[src/rtl/vop_legal_pkg.sv]
package vop_legal_pkg;

   localparam int REG_W  = 5;
   localparam int EMUL_W = 4;
   localparam int CODE_W = 3;
   localparam int EEWC_W = 2;

   typedef enum logic [2:0] {
      CAUSE_NONE  = 3'd0,
      CAUSE_VLMUL = 3'd1,
      CAUSE_SEW   = 3'd2,
      CAUSE_EMUL  = 3'd3,
      CAUSE_ALIGN = 3'd4,
      CAUSE_EGRP  = 3'd5
   } vop_cause_e;

   typedef logic signed [EMUL_W-1:0] emul_log_t;

endpackage

[src/rtl/vop_emul_calc.sv]
module vop_emul_calc
   import vop_legal_pkg::*;
#(
   parameter int VLEN_LOG = 7
)(
   input  emul_log_t          lmul_log,
   input  logic [2:0]         sew_log,
   input  logic [EEWC_W-1:0]  eew_code,
   input  logic               own_eew,
   input  logic               widen_dst,
   input  logic               used,
   input  logic               eg_en,
   input  logic [2:0]         egs_log,
   input  logic [REG_W-1:0]   reg_idx,
   output emul_log_t          emul_log,
   output logic               range_err,
   output logic               align_err
);

   localparam logic signed [5:0] MAX_LOG = 6'sd3;
   localparam logic signed [5:0] MIN_LOG = -6'sd3;
   localparam logic signed [5:0] VLOG_S  = 6'(VLEN_LOG);

   logic signed [5:0] lmul_s;
   logic signed [5:0] sew_s;
   logic signed [5:0] eew_s;
   logic signed [5:0] emul_raw;
   logic signed [5:0] eg_regs;
   logic signed [5:0] need_emul;
   logic signed [5:0] need_grp;
   logic signed [5:0] need_log;
   logic [1:0]        need_clip;
   logic [REG_W-1:0]  low_mask;

   always_comb begin
      lmul_s = {{2{lmul_log[EMUL_W-1]}}, lmul_log};
      sew_s  = {3'b000, sew_log};
      eew_s  = {4'b0000, eew_code} + 6'sd3;
      if (own_eew)
         emul_raw = lmul_s + eew_s - sew_s;
      else if (widen_dst)
         emul_raw = lmul_s + 6'sd1;
      else
         emul_raw = lmul_s;
   end

   // Registers covered by one element group of SEW * 2^egs bits.
   always_comb begin
      eg_regs = sew_s + {3'b000, egs_log} - VLOG_S;
   end

   always_comb begin
      range_err = used && ((emul_raw > MAX_LOG) || (emul_raw < MIN_LOG) ||
                           (eg_en && (eg_regs > MAX_LOG)));
   end

   always_comb begin
      need_emul = (emul_raw > 6'sd0) ? emul_raw : 6'sd0;
      need_grp  = (eg_en && (eg_regs > 6'sd0)) ? eg_regs : 6'sd0;
      need_log  = (need_grp > need_emul) ? need_grp : need_emul;
      need_clip = (need_log > MAX_LOG) ? 2'd3 : need_log[1:0];
      low_mask  = (REG_W'(1) << need_clip) - REG_W'(1);
      align_err = used && ((reg_idx & low_mask) != '0);
   end

   always_comb begin
      emul_log = used ? emul_raw[EMUL_W-1:0] : '0;
   end

endmodule

[config.mk]
export PLATFORM = sky130hd
export DESIGN_NAME = vop_emul_calc
export DESIGN_NICKNAME = d
export VERILOG_FILES = /design/src/rtl/vop_legal_pkg.sv /design/src/rtl/vop_emul_calc.sv
export SDC_FILE = /design/constraint.sdc
export NUM_CORES = 1
export LEC_CHECK = 0
export ABC_AREA = 1
export BUFFER_PORTS_ARGS = -buffer_cell sky130_fd_sc_hd__buf_2
export CAP_MARGIN = 20
export CORE_UTILIZATION = 30
export DETAILED_ROUTE_END_ITERATION = 6
export PLACE_DENSITY_LB_ADDON = 0.08
export SYNTH_ARGS = -nofsm -noshare
export SYNTH_HDL_FRONTEND = slang
export SYNTH_SLANG_ARGS = --single-unit
[constraint.sdc]
create_clock -name vclk -period 10.8
set_input_delay 3.24 -clock vclk [all_inputs]
set_output_delay 3.24 -clock vclk [all_outputs]
set_load 0.05 [all_outputs]
# == Word level (Yosys, flattened, before mapping) ==
# Cells that the tools add are included.
# classes
mux,7
shifts,1
reduce_logical,7
order_cmp,7
bitwise_logic,1
addsub,7
# op_table
op,n
$mux 6,5
$gt 6x3->1 const B,2
$gt 6x1->1 const B,1
$gt 6x6->1,1
$lt 6x3->1 const B,1
$sub 5x4->6,1
$add 4x2->5 const B,1
$add 4x4->5,1
$and 5x5->5,1
$gt 5x1->1 const B,1
$gt 5x3->1 const B,1
$reduce_bool 5->1,1
$shl 1x2->5 const A,1
$sub 4x3->5 const B,1
$sub 5x2->5 const B,1
$add 3x3->4,1
$logic_and 1x1->1,4
$mux 4,1
$add 2x2->3 const B,1
$logic_or 1x1->1,2
$mux 2,1
# word_totals
input_bits,21
out_inout_bits,6
reg_bits,0

# == Longest topological paths before layout ==
# depth
ltp_word,15
ltp_mapped,30
depth_no_buf,30

# == Worst setup path after synthesis ==
# Ideal clock, no wire load.
# synth_timing
path_type,input port to output port
start,input port eew_code[0]
end,output port align_err
required_ns,7.560
setup_slack_ns,0.938
path_buffers,0
t_arrival_ns,6.622
path_stages,27
cell_sequence,inv_1 -> ha_1 -> fa_1 -> inv_1 -> fa_1 -> nand2_1 -> a21oi_1 -> o21ai_2 -> nor2_8 -> nand3_4 -> nand3_2 -> ha_1 -> nand2_1 -> inv_1 -> o21ai_0 -> nand3_1 -> nand2_1 -> o21ai_2 -> nand2_1 -> nand2_1 -> nand2_1 -> nand3_1 -> nand2_1 -> nand2_1 -> nand3_1 -> nand2_1 -> inv_1
# synth_between
elab_chain_cells,15
# synth_rtl
element,line,text
from (decl),vop_emul_calc.sv:8,"input logic [EEWC_W-1:0] eew_code,"
$add 2x2->3 *,vop_emul_calc.sv:38,"eew_s = {4'b0000, eew_code} + 6'sd3;"
$add 4x4->5 *,vop_emul_calc.sv:40,emul_raw = lmul_s + eew_s - sew_s;
$sub 5x4->6 *,vop_emul_calc.sv:40,
$mux 6 *,vop_emul_calc.sv:39,if (own_eew)
$gt 6x1->1,vop_emul_calc.sv:58,need_emul = (emul_raw > 6'sd0) ? emul_raw : 6'sd0;
$mux 6 *,vop_emul_calc.sv:58,
$gt 6x6->1,vop_emul_calc.sv:60,need_log = (need_grp > need_emul) ? need_grp : need_emul;
$mux 6 *,vop_emul_calc.sv:60,
$gt 6x3->1,vop_emul_calc.sv:61,need_clip = (need_log > MAX_LOG) ? 2'd3 : need_log[1:0];
$mux 2 *,vop_emul_calc.sv:61,
$shl 1x2->5 *,vop_emul_calc.sv:62,low_mask = (REG_W'(1) << need_clip) - REG_W'(1);
$sub 5x2->5 *,vop_emul_calc.sv:62,
$and 5x5->5 *,vop_emul_calc.sv:63,align_err = used && ((reg_idx & low_mask) != '0);
$reduce_bool 5->1 *,vop_emul_calc.sv:63,
$logic_and 1x1->1 *,vop_emul_calc.sv:63,
to (decl),vop_emul_calc.sv:17,output logic align_err
# Every way passes the cells marked *; elsewhere a longest branch is shown, timed or not.

# == Worst setup path after layout ==
# Same ends and word-level chain as after synthesis.

==> flow_summary.toml <==
[power_and_ir_drop]
power_frac_clock_pct = 0
pwr-share-seq_pct = 0
total_leakage_power_nw = 0.7156
p_sw_uw = 60.65
p_int_uw = 32.43
power.share.combinational_pct = 100.0
p_sw_share_pct = 65.16
vdd_drop_max_uv = 17.23
p_per_area_mw_per_mm2 = 78.97

[cts]
ctsResizeCount = 0
post-cts-setup-buffers = 0
cts_hold_buf = 0

[finish]
final_layout_size_suffix_gt1_share_pct = 25.40
antenna_cells = 0
finish.utilization_pct = 37.98
ff_latch_area_um2 = 0
nFlopsAndLatches = 0
clkbuf_count = 0
fin_nets = 233
area_growth_pct = 18.49

[route]
drt_iter0_drc = 22
viasPerCell = 4.339
vias = 1011
routed_wl_um = 2020
wl_per_cell_um = 8.670
post-route-drc-count = 0
firstDrtPassIters = 4
antenna_left = 0

[timing]
hold_violations = 0
finalMaxSlewViolations = 0
fmax_mhz = 97.98
post-route-period-util_pct = 94.50
worst_slack_ps = 594.1
rsz0062_at_grt = "false"
tns_ps = 0
min_period_ps = 10210
final-setup-viol-count = 0

[setup_path]
slowest_stage = "fa_1"
arrival_ps = 6970
cp-start-kind = "input port"
critPathMaxFanout = 5
path_class = "input port to primary output"
max_stage_delay_ps = 480
required_ps = 7560
end_kind = "primary output"
cpMostUsedCell = "nand2_1"

[logic_synthesis]
avgSynthCellArea_um2 = 6.102
yosysMostFrequentCell = "inv_1"
synth_cells = 163
yosysWarnings = 0
synth_area_leaders = "ha_1, inv_1, nand2_1"
yosys.area.top_type_share_pct = 20.13
yosys.cell_types.count = 24
syn_area_um2 = 994.7
synthTopCellsByCount = "inv_1, nand2_1, nand3_1"
yosys.area.top_type = "ha_1"
ys_seq_area_share_pct = 0

[floorplan]
io_pins = 27
fp.coreArea_mm2 = 0.003103
rows = 20
start_util_pct = 32.06
fp.dieH_um = 59.58
dieArea_mm2 = 0.003550
die_w_um = 59.58

[grt]
grt_pass1_vias = 966
overflow = 0
track_usage_pct = 13.19
grt_first_pass_wirelength_um = 3774
antenna_found_initial = 0
grt_max_degree = 7

[placement]
portBuffers = 25
gp_congestion = 0.7523
hpwl_um = 1930
dp_slack_ps = 553.8

[run_status]
status = "completed"

[worst_hold_path]
worst_hold_path_type = "input port to primary output"

[run]
max-cap-violations = 0
## critical path: cells and delay by family
kind / cells / cell delay (ps)
adders and majority gates: 4 / 1520
buffers and inverters: 6 / 530
and+or+nand+nor: 15 / 1070
AOI/OAI and AO/OA: 4 / 590
## power by group through the flow
| stage | clock network, mW | logic, mW | registers [mW] |
|---|---|---|---|
| final | 0 | 0.0931 | 0 |
| after detailed placement | 0 | 0.0942 | 0 |
| after CTS | 0 | 0.0945 | 0 |
| after floorplan | 0 | 0.0747 | 0 |
| after global placement | 0 | 0.0925 | 0 |
| after global routing | 0 | 0.108 | 0 |
## through the flow
| step | instance area, um^2 | hold WS, ps | power (mW) | cells |
|---|---|---|---|---|
| CTS | 1179 | 6865 | 0.09447 | 233 |
| floorplan | 998.5 | 6709 | 0.07469 | 164 |
| global placement | 1179 | 6861 | 0.09254 | 233 |
| detailed placement | 1179 | 6864 | 0.09419 | 233 |
| global route | 1179 | 6885 | 0.1082 | 233 |
| finish | 1179 | 6863 | 0.09308 | 233 |
## layout make-up
cell class                      instances  area [um^2]
Fill cell                             386         1924
Multi-Input combinational cell        122        839.6
Inverter                               42        158.9
Timing Repair Buffer                   25        125.1
Tap cell                               44        55.05
## layout by cell type, fill, tap and decap left out, types with 3 or more instances in the layout
cell,instances
inv_1,38
nand3_1,17
o21ai_2,4
conb_1,3
fa_1,5
nor2_1,13
buf_2,25
nand2_2,6
o21ai_0,4
nand2_1,32
ha_1,16
inv_2,3
a21oi_1,7
## routing by layer
| metal | wire length, um | part of all wire (%) | GRT usage, % |
|---|---|---|---|
| met5 | 0 | 0 | 0 |
| met4 | 0 | 0 | 0.6645 |
| met3 | 58 | 2.9 | 0.8734 |
| met2 | 917 | 45 | 22.79 |
| met1 | 1044 | 52 | 18.79 |
## worst paths after layout
check	startpoint	endpoint	slack, ps	depth (start not counted)
worst max-delay path	eew_code[0]	align_err	590	29
worst min-delay path	used	align_err	6860	4
## cell families (layout without fill, tap and decap cells)
group | Yosys count | count (layout) | share of synthesized area (%)
adder cells (fa/ha/maj) | 21 | 21 | 30.19
buffers and inverters | 42 | 67 | 15.97
other | 2 | 3 | 0.7550
AND/OR/NAND/NOR | 80 | 80 | 41.76
AO/OA/AOI/OAI | 18 | 18 | 11.32
No activity file was read; power rests on OpenSTA's default activity.
